[src/rtl/sdseq_pkg.sv]
package sdseq_pkg;
  typedef struct packed {
    logic [1:0] cl;
    logic       il;
    logic       full;
    logic [1:0] len_log;
  } sdseq_mode_t;

  localparam sdseq_mode_t SDSEQ_RESET_MODE = '{cl: 2'd2, il: 1'b0, full: 1'b0, len_log: 2'd2};
endpackage

[src/rtl/sdseq_mode.sv]
module sdseq_mode
  import sdseq_pkg::*;
#(
  parameter int MODE_W = 12
) (
  input  logic              clk,
  input  logic              rst_n,
  input  logic              wr,
  input  logic [MODE_W-1:0] word,
  output sdseq_mode_t       mode,
  output logic              err
);
  localparam int HI_W = MODE_W - 7;

  logic [2:0] len_code;
  logic [2:0] cl_code;
  logic       legal;

  assign len_code = word[2:0];
  assign cl_code  = word[6:4];

  always_comb begin
    legal = (word[MODE_W-1:7] == HI_W'(0));
    if (cl_code == 3'd0 || cl_code > 3'd3) legal = 1'b0;
    if (len_code[2] && !(len_code == 3'd7 && !word[3])) legal = 1'b0;
  end

  always_ff @(posedge clk) begin
    if (!rst_n) begin
      mode <= SDSEQ_RESET_MODE;
      err  <= 1'b0;
    end else begin
      err <= wr && !legal;
      if (wr && legal) begin
        mode.cl      <= cl_code[1:0];
        mode.il      <= word[3];
        mode.full    <= (len_code == 3'd7);
        mode.len_log <= len_code[1:0];
      end
    end
  end

  AST_BAD_WORD_HOLDS: assert property (@(posedge clk) disable iff (!rst_n)
    (wr && !legal) |=> (mode == $past(mode)));
  AST_CL_LEGAL: assert property (@(posedge clk) disable iff (!rst_n)
    mode.cl != 2'd0);
endmodule

[src/rtl/sdseq_order.sv]
module sdseq_order
  import sdseq_pkg::*;
#(
  parameter int COL_W = 9
) (
  input  sdseq_mode_t      mode,
  input  logic [COL_W-1:0] start,
  input  logic [COL_W-1:0] idx,
  output logic [COL_W-1:0] col,
  output logic             last
);
  logic [COL_W-1:0] mask;
  logic [COL_W-1:0] sum;

  assign mask = (COL_W'(1) << mode.len_log) - COL_W'(1);
  assign sum  = start + idx;

  always_comb begin
    if (mode.full)    col = sum;
    else if (mode.il) col = start ^ (idx & mask);
    else              col = (start & ~mask) | (sum & mask);
    last = !mode.full && (idx == mask);
  end
endmodule

[src/rtl/sdseq_rdpipe.sv]
module sdseq_rdpipe #(
  parameter int MAX_CL = 3,
  parameter int DQM_LAT = 2
) (
  input  logic       clk,
  input  logic       rst_n,
  input  logic       beat_in,
  input  logic       dqm,
  input  logic [1:0] cl,
  output logic       rd_valid,
  output logic       rd_oe
);
  logic [MAX_CL-1:0]  sh;
  logic [DQM_LAT-1:0] mk;

  always_ff @(posedge clk) begin
    if (!rst_n) begin
      sh <= '0;
      mk <= '0;
    end else begin
      sh <= {sh[MAX_CL-2:0], beat_in};
      mk <= {mk[DQM_LAT-2:0], dqm};
    end
  end

  assign rd_valid = sh[cl - 2'd1];
  assign rd_oe    = rd_valid && !mk[DQM_LAT-1];

  AST_RD_LAT1: assert property (@(posedge clk) disable iff (!rst_n)
    (cl == 2'd1 && beat_in) |=> rd_valid);
  AST_RD_LAT2: assert property (@(posedge clk) disable iff (!rst_n)
    (cl == 2'd2 && $past(beat_in)) |=> rd_valid);
  AST_MASK_OE: assert property (@(posedge clk) disable iff (!rst_n)
    ($past(dqm) && rd_valid) |=> !rd_oe || !$past(rd_valid));
endmodule

[src/rtl/sdram_burst_seq.sv]
module sdram_burst_seq
  import sdseq_pkg::*;
#(
  parameter int COL_W  = 9,
  parameter int MODE_W = 12,
  parameter int MAX_CL = 3
) (
  input  logic              clk,
  input  logic              rst_n,
  input  logic              mode_wr,
  input  logic [MODE_W-1:0] mode_word,
  output logic              mode_err,
  input  logic              cmd_valid,
  input  logic              cmd_write,
  input  logic              cmd_bank,
  input  logic [COL_W-1:0]  cmd_col,
  input  logic              stop,
  input  logic              precharge,
  input  logic              dqm,
  output logic              beat_valid,
  output logic              beat_write,
  output logic              beat_bank,
  output logic [COL_W-1:0]  beat_col,
  output logic              wr_en,
  output logic              rd_valid,
  output logic              rd_oe
);
  sdseq_mode_t      md;
  logic             act_q, wr_q, bank_q;
  logic [COL_W-1:0] start_q, idx_q;
  logic [COL_W-1:0] cur_start, cur_idx;
  logic             last, rd_beat;

  sdseq_mode #(.MODE_W(MODE_W)) u_mode (
    .clk(clk), .rst_n(rst_n), .wr(mode_wr), .word(mode_word), .mode(md), .err(mode_err)
  );

  assign beat_valid = cmd_valid || (act_q && !stop);
  assign cur_start  = cmd_valid ? cmd_col : start_q;
  assign cur_idx    = cmd_valid ? '0 : idx_q;
  assign beat_write = cmd_valid ? cmd_write : wr_q;
  assign beat_bank  = cmd_valid ? cmd_bank : bank_q;

  sdseq_order #(.COL_W(COL_W)) u_order (
    .mode(md), .start(cur_start), .idx(cur_idx), .col(beat_col), .last(last)
  );

  always_ff @(posedge clk) begin
    if (!rst_n) begin
      act_q   <= 1'b0;
      wr_q    <= 1'b0;
      bank_q  <= 1'b0;
      start_q <= '0;
      idx_q   <= '0;
    end else begin
      act_q   <= beat_valid && !last && !precharge;
      wr_q    <= beat_write;
      bank_q  <= beat_bank;
      start_q <= cur_start;
      idx_q   <= cur_idx + COL_W'(1);
    end
  end

  assign wr_en   = beat_valid && beat_write && !dqm && !precharge;
  assign rd_beat = beat_valid && !beat_write && !(precharge && md.cl == 2'd3);

  sdseq_rdpipe #(.MAX_CL(MAX_CL), .DQM_LAT(2)) u_rdpipe (
    .clk(clk), .rst_n(rst_n), .beat_in(rd_beat), .dqm(dqm), .cl(md.cl),
    .rd_valid(rd_valid), .rd_oe(rd_oe)
  );

  AST_ONE_COMMAND: assert property (@(posedge clk) disable iff (!rst_n)
    $onehot0({cmd_valid, stop, precharge}));
  AST_STOP_ENDS: assert property (@(posedge clk) disable iff (!rst_n)
    stop |=> (!beat_valid || cmd_valid));
  AST_PRE_ENDS: assert property (@(posedge clk) disable iff (!rst_n)
    precharge |=> (!beat_valid || cmd_valid));
  AST_IDX_IN_BURST: assert property (@(posedge clk) disable iff (!rst_n)
    (act_q && !md.full) |-> ((idx_q >> md.len_log) == '0));
  AST_PRE_CUT_CL3: assert property (@(posedge clk) disable iff (!rst_n)
    (precharge && md.cl == 2'd3 && !beat_write) |=> ##2 !rd_valid);
  AST_WR_NEEDS_BEAT: assert property (@(posedge clk) disable iff (!rst_n)
    wr_en |-> (beat_valid && !dqm));
endmodule

[config.mk]
export PLATFORM = sky130hd
export DESIGN_NAME = sdram_burst_seq
export DESIGN_NICKNAME = d
export VERILOG_FILES = /design/src/rtl/sdseq_pkg.sv /design/src/rtl/sdseq_mode.sv /design/src/rtl/sdseq_order.sv /design/src/rtl/sdseq_rdpipe.sv /design/src/rtl/sdram_burst_seq.sv
export SDC_FILE = /design/constraint.sdc
export NUM_CORES = 1
export LEC_CHECK = 0
export ABC_CLOCK_PERIOD_IN_PS = 3570
export CAP_MARGIN = 15
export CORE_MARGIN = 8
export CORE_UTILIZATION = 30
export DETAILED_ROUTE_END_ITERATION = 16
export PLACE_DENSITY_LB_ADDON = 0.05
export SYNTH_ARGS = -nofsm -noshare
export SYNTH_HDL_FRONTEND = slang
export SYNTH_SLANG_ARGS = --single-unit
[constraint.sdc]
create_clock -name clk -period 3.57 [get_ports clk]
set_input_delay 0.357 -clock clk [delete_from_list [all_inputs] [get_ports clk]]
set_output_delay 0.357 -clock clk [all_outputs]
set_load 0.01 [all_outputs]
==> out/metrics.csv <==
metric;value;unit
clock tree buffer depth;2;
WP data required;3210;ps
clock sinks;33;
number of H-tree levels;2;
Worst-Skew Late Latency;290;ps
Core Util, Final;0.417;
Vias/cell;4.76;
Mapped Nets;323;
Hold Crit Class;reg2reg;
Setup WS pre-CTS;-219;ps
Gate Count Post-Synth;281;
Primary FF master, synth;dfxtp_1;
Worst Path Arrival;2980;ps
Synthesis Warnings;0;
crit path time final;3340;ps
area share of the leading cell type in the synthesized netlist;0.289;
Initial Utilization;0.302;
Rel. slew slack;0.646;
maximum clock frequency;0.300;GHz
Ant. Diodes;0;
RSZ-0062 raised after global routing;false;
P&R area growth vs syn;38.1;%
Worst-path clk slew;70;ps
synth top area cells;dfxtp_1 29%, ha_1 6.6%, mux2i_1 4.4%;
MaxCap Viol Count;0;
TritonCTS Buffers;5;
Post-CTS Hold Buffers;0;
sequential fraction of the synthesis area;0.289;
final setup fails;0;
CP bufs+invs;4;
port bufs;45;
met2 Use GR;0.225;
final setup margin;234;ps
Cell Chain, Critical Path;clkdlybuf4s50_1 -> mux2i_1 -> inv_1 -> ha_1 -> ha_1 -> a221oi_2 -> a21oi_1 -> buf_4 -> a21oi_1 -> xnor2_1 -> o22a_1 -> clkdlybuf4s50_1;
layout cells sized above 1;0.164;
busiest layer in global routing;met2;
first-pass GRT wire length;10800;microns
Synth async-reset ratio;0;
Final Hold Viols;0;
Max stage delay on crit path;540;ps
Die X;103;microns
WL/cell;14.2;microns
Core Region;7570;sq um
pwr dens;275;nW/um^2
TritonCTS clock tree;built;
total track usage;0.131;
gpl congestion;0.761;
syn avg cell area;8.12;sq um
number of synthesized flops with an enable pin;0;
DRC violations left;0;
Clock Skew;7.06;ps
synth cell count leaders;33 x dfxtp_1, 25 x nor2_1, 19 x nand2_1;
root buf cell;clkbuf_8;
status;complete, no violations;
Worst Setup Start Kind;input port;
VDD IR max;183;uV
Rows;32;
leakage;1.31;nW
Filler Cells Inserted;761;
CP Capture Type;primary output;
post-DP HPWL;5140;microns
crit share post-route;0.934;
grt ovf;0;
initial antenna violation count;0;
CP delay by family, top;buffers and inverters;
DRT Pass-1 Iters;4;
I/O Pins;46;
slowest CP cell;clkdlybuf4s50_1;
Synth Register Bits;33;
vias in the first global route;2239;
Unique masters post-synth;54;
met3 usage;0.0355;
largest net degree at the start of global routing;19;
die height;103;microns
Mapped Area;2280;sq um
Nets;395;
Setup CP Type;in2out;
count leader, synth;dfxtp_1;
CP Max Fanout;4;
Routed WL;6470;microns
Global Route met1 Usage;0.153;
total die area;10700;sq um
DRT iter0 DRCs;61;
Antenna Nets Post-Route;0;
Worst-Margin Slew;532;ps
Yosys top cell by area;dfxtp_1;
Via Count;2172;
Slew Viols, Final;0;
[cells in the final DEF, fill, tap and decap left out, types with 3 or more instances in the layout]
master	synthesis	routed
and3_1	3	3
o21bai_1	4	4
nor2b_1	15	15
nor2_1	25	25
nor3_1	6	6
a21oi_1	13	13
nand2_1	19	19
buf_4	0	33
mux2_2	6	6
mux2i_1	10	10
a22oi_1	3	3
clkbuf_8	0	5
ha_1	12	12
nand2b_1	6	6
xor2_1	7	7
inv_1	10	10
nand3_1	11	11
o21ai_0	15	15
dfxtp_1	33	33
o211ai_1	3	3
xnor2_1	11	11
a21boi_1	5	4
and2_1	13	13
clkdlybuf4s50_1	0	42
[report_power, final]
group          internal, mW  leakage, nW  switching (mW)
registers             0.381        0.270         0.00813
clock network         0.135       0.0450           0.146
logic                 0.114        0.994          0.0832
[state kept, by name (all words and copies together), names as in the netlist]
| register | flops |
|---|---|
| u_mode.mode | 6 |
| bank_q | 1 |
| start_q | 9 |
| wr_q | 1 |
| act_q | 1 |
| u_rdpipe.sh | 3 |
| idx_q | 9 |
| u_mode.err | 1 |
| u_rdpipe.mk | 2 |
[cell type report]
cell class / count / area [sq um] / share of cell area
Clock buffer: 6 / 72.6 / 0.0230
Clock inverter: 2 / 10.0 / 0.00318
Inverter: 12 / 45.0 / 0.0143
Tap cell: 102 / 128 / 0.0405
Sequential cell: 33 / 661 / 0.210
Timing Repair Buffer: 79 / 709 / 0.225
Multi-Input combinational cell: 222 / 1530 / 0.484
[path summary, 6_finish.rpt]
check / from / endpoint / slack [ps] / cells after the start
setup / recovery: cmd_col[0] / beat_col[4] / 230 / 12
hold / removal: u_rdpipe.mk[0]$_SDFF_PN0_ / u_rdpipe.mk[1]$_SDFF_PN0_ / 430 / 1
setup reg to reg: u_mode.mode[1]$_SDFFE_PN1P_ / act_q$_SDFF_PN0_ / 1490 / 9
hold reg to reg: u_rdpipe.mk[0]$_SDFF_PN0_ / u_rdpipe.mk[1]$_SDFF_PN0_ / 430 / 1
[per-layer routing]
layer | wire [microns] | up-vias
met2 | 2970 | 42
met3 | 326 | 6
li1 | - | 1131
met4 | 72 | 0
met1 | 3110 | 993
met5 | 0 | -
[repair_timing]
item | in CTS | in global routing
setup buffers | 1 | 1
resized for setup | 5 | 1
pin swaps | 0 | 0
setup endpoints to repair | 5 | 1
[worst reg2reg max path, stage by stage (launching register included)]
cell and delay, ps:
dfxtp_1 340, or2_2 340, ha_1 190, nand2b_1 160, inv_2 100, ha_1 280, nor3_1 110, o21ai_0 100
nor4_1 240, a21oi_1 120
[per-stage QoR]
stage	hold slack, ps	cell area (sq um)	power (mW)	cells	TNS (ps)
detailed placement	422	3040	0.594	446	-493
finish	435	3150	0.868	456	0
floorplan	412	2280	0.489	281	0
global placement	424	3040	0.595	446	-366
CTS	440	3140	0.878	455	0
global route	452	3150	0.913	456	0
[cell families after synthesis]
group / after synthesis / synth area share
AND/OR/NAND/NOR: 115 / 0.274
buffers and inverters: 26 / 0.0461
flip-flops: 33 / 0.289
AO/OA/AOI/OAI: 60 / 0.178
XOR/XNOR: 18 / 0.0691
adder cells (fa/ha/maj): 12 / 0.0658
multiplexers: 17 / 0.0784
Power figures use the tool's default switching activity.
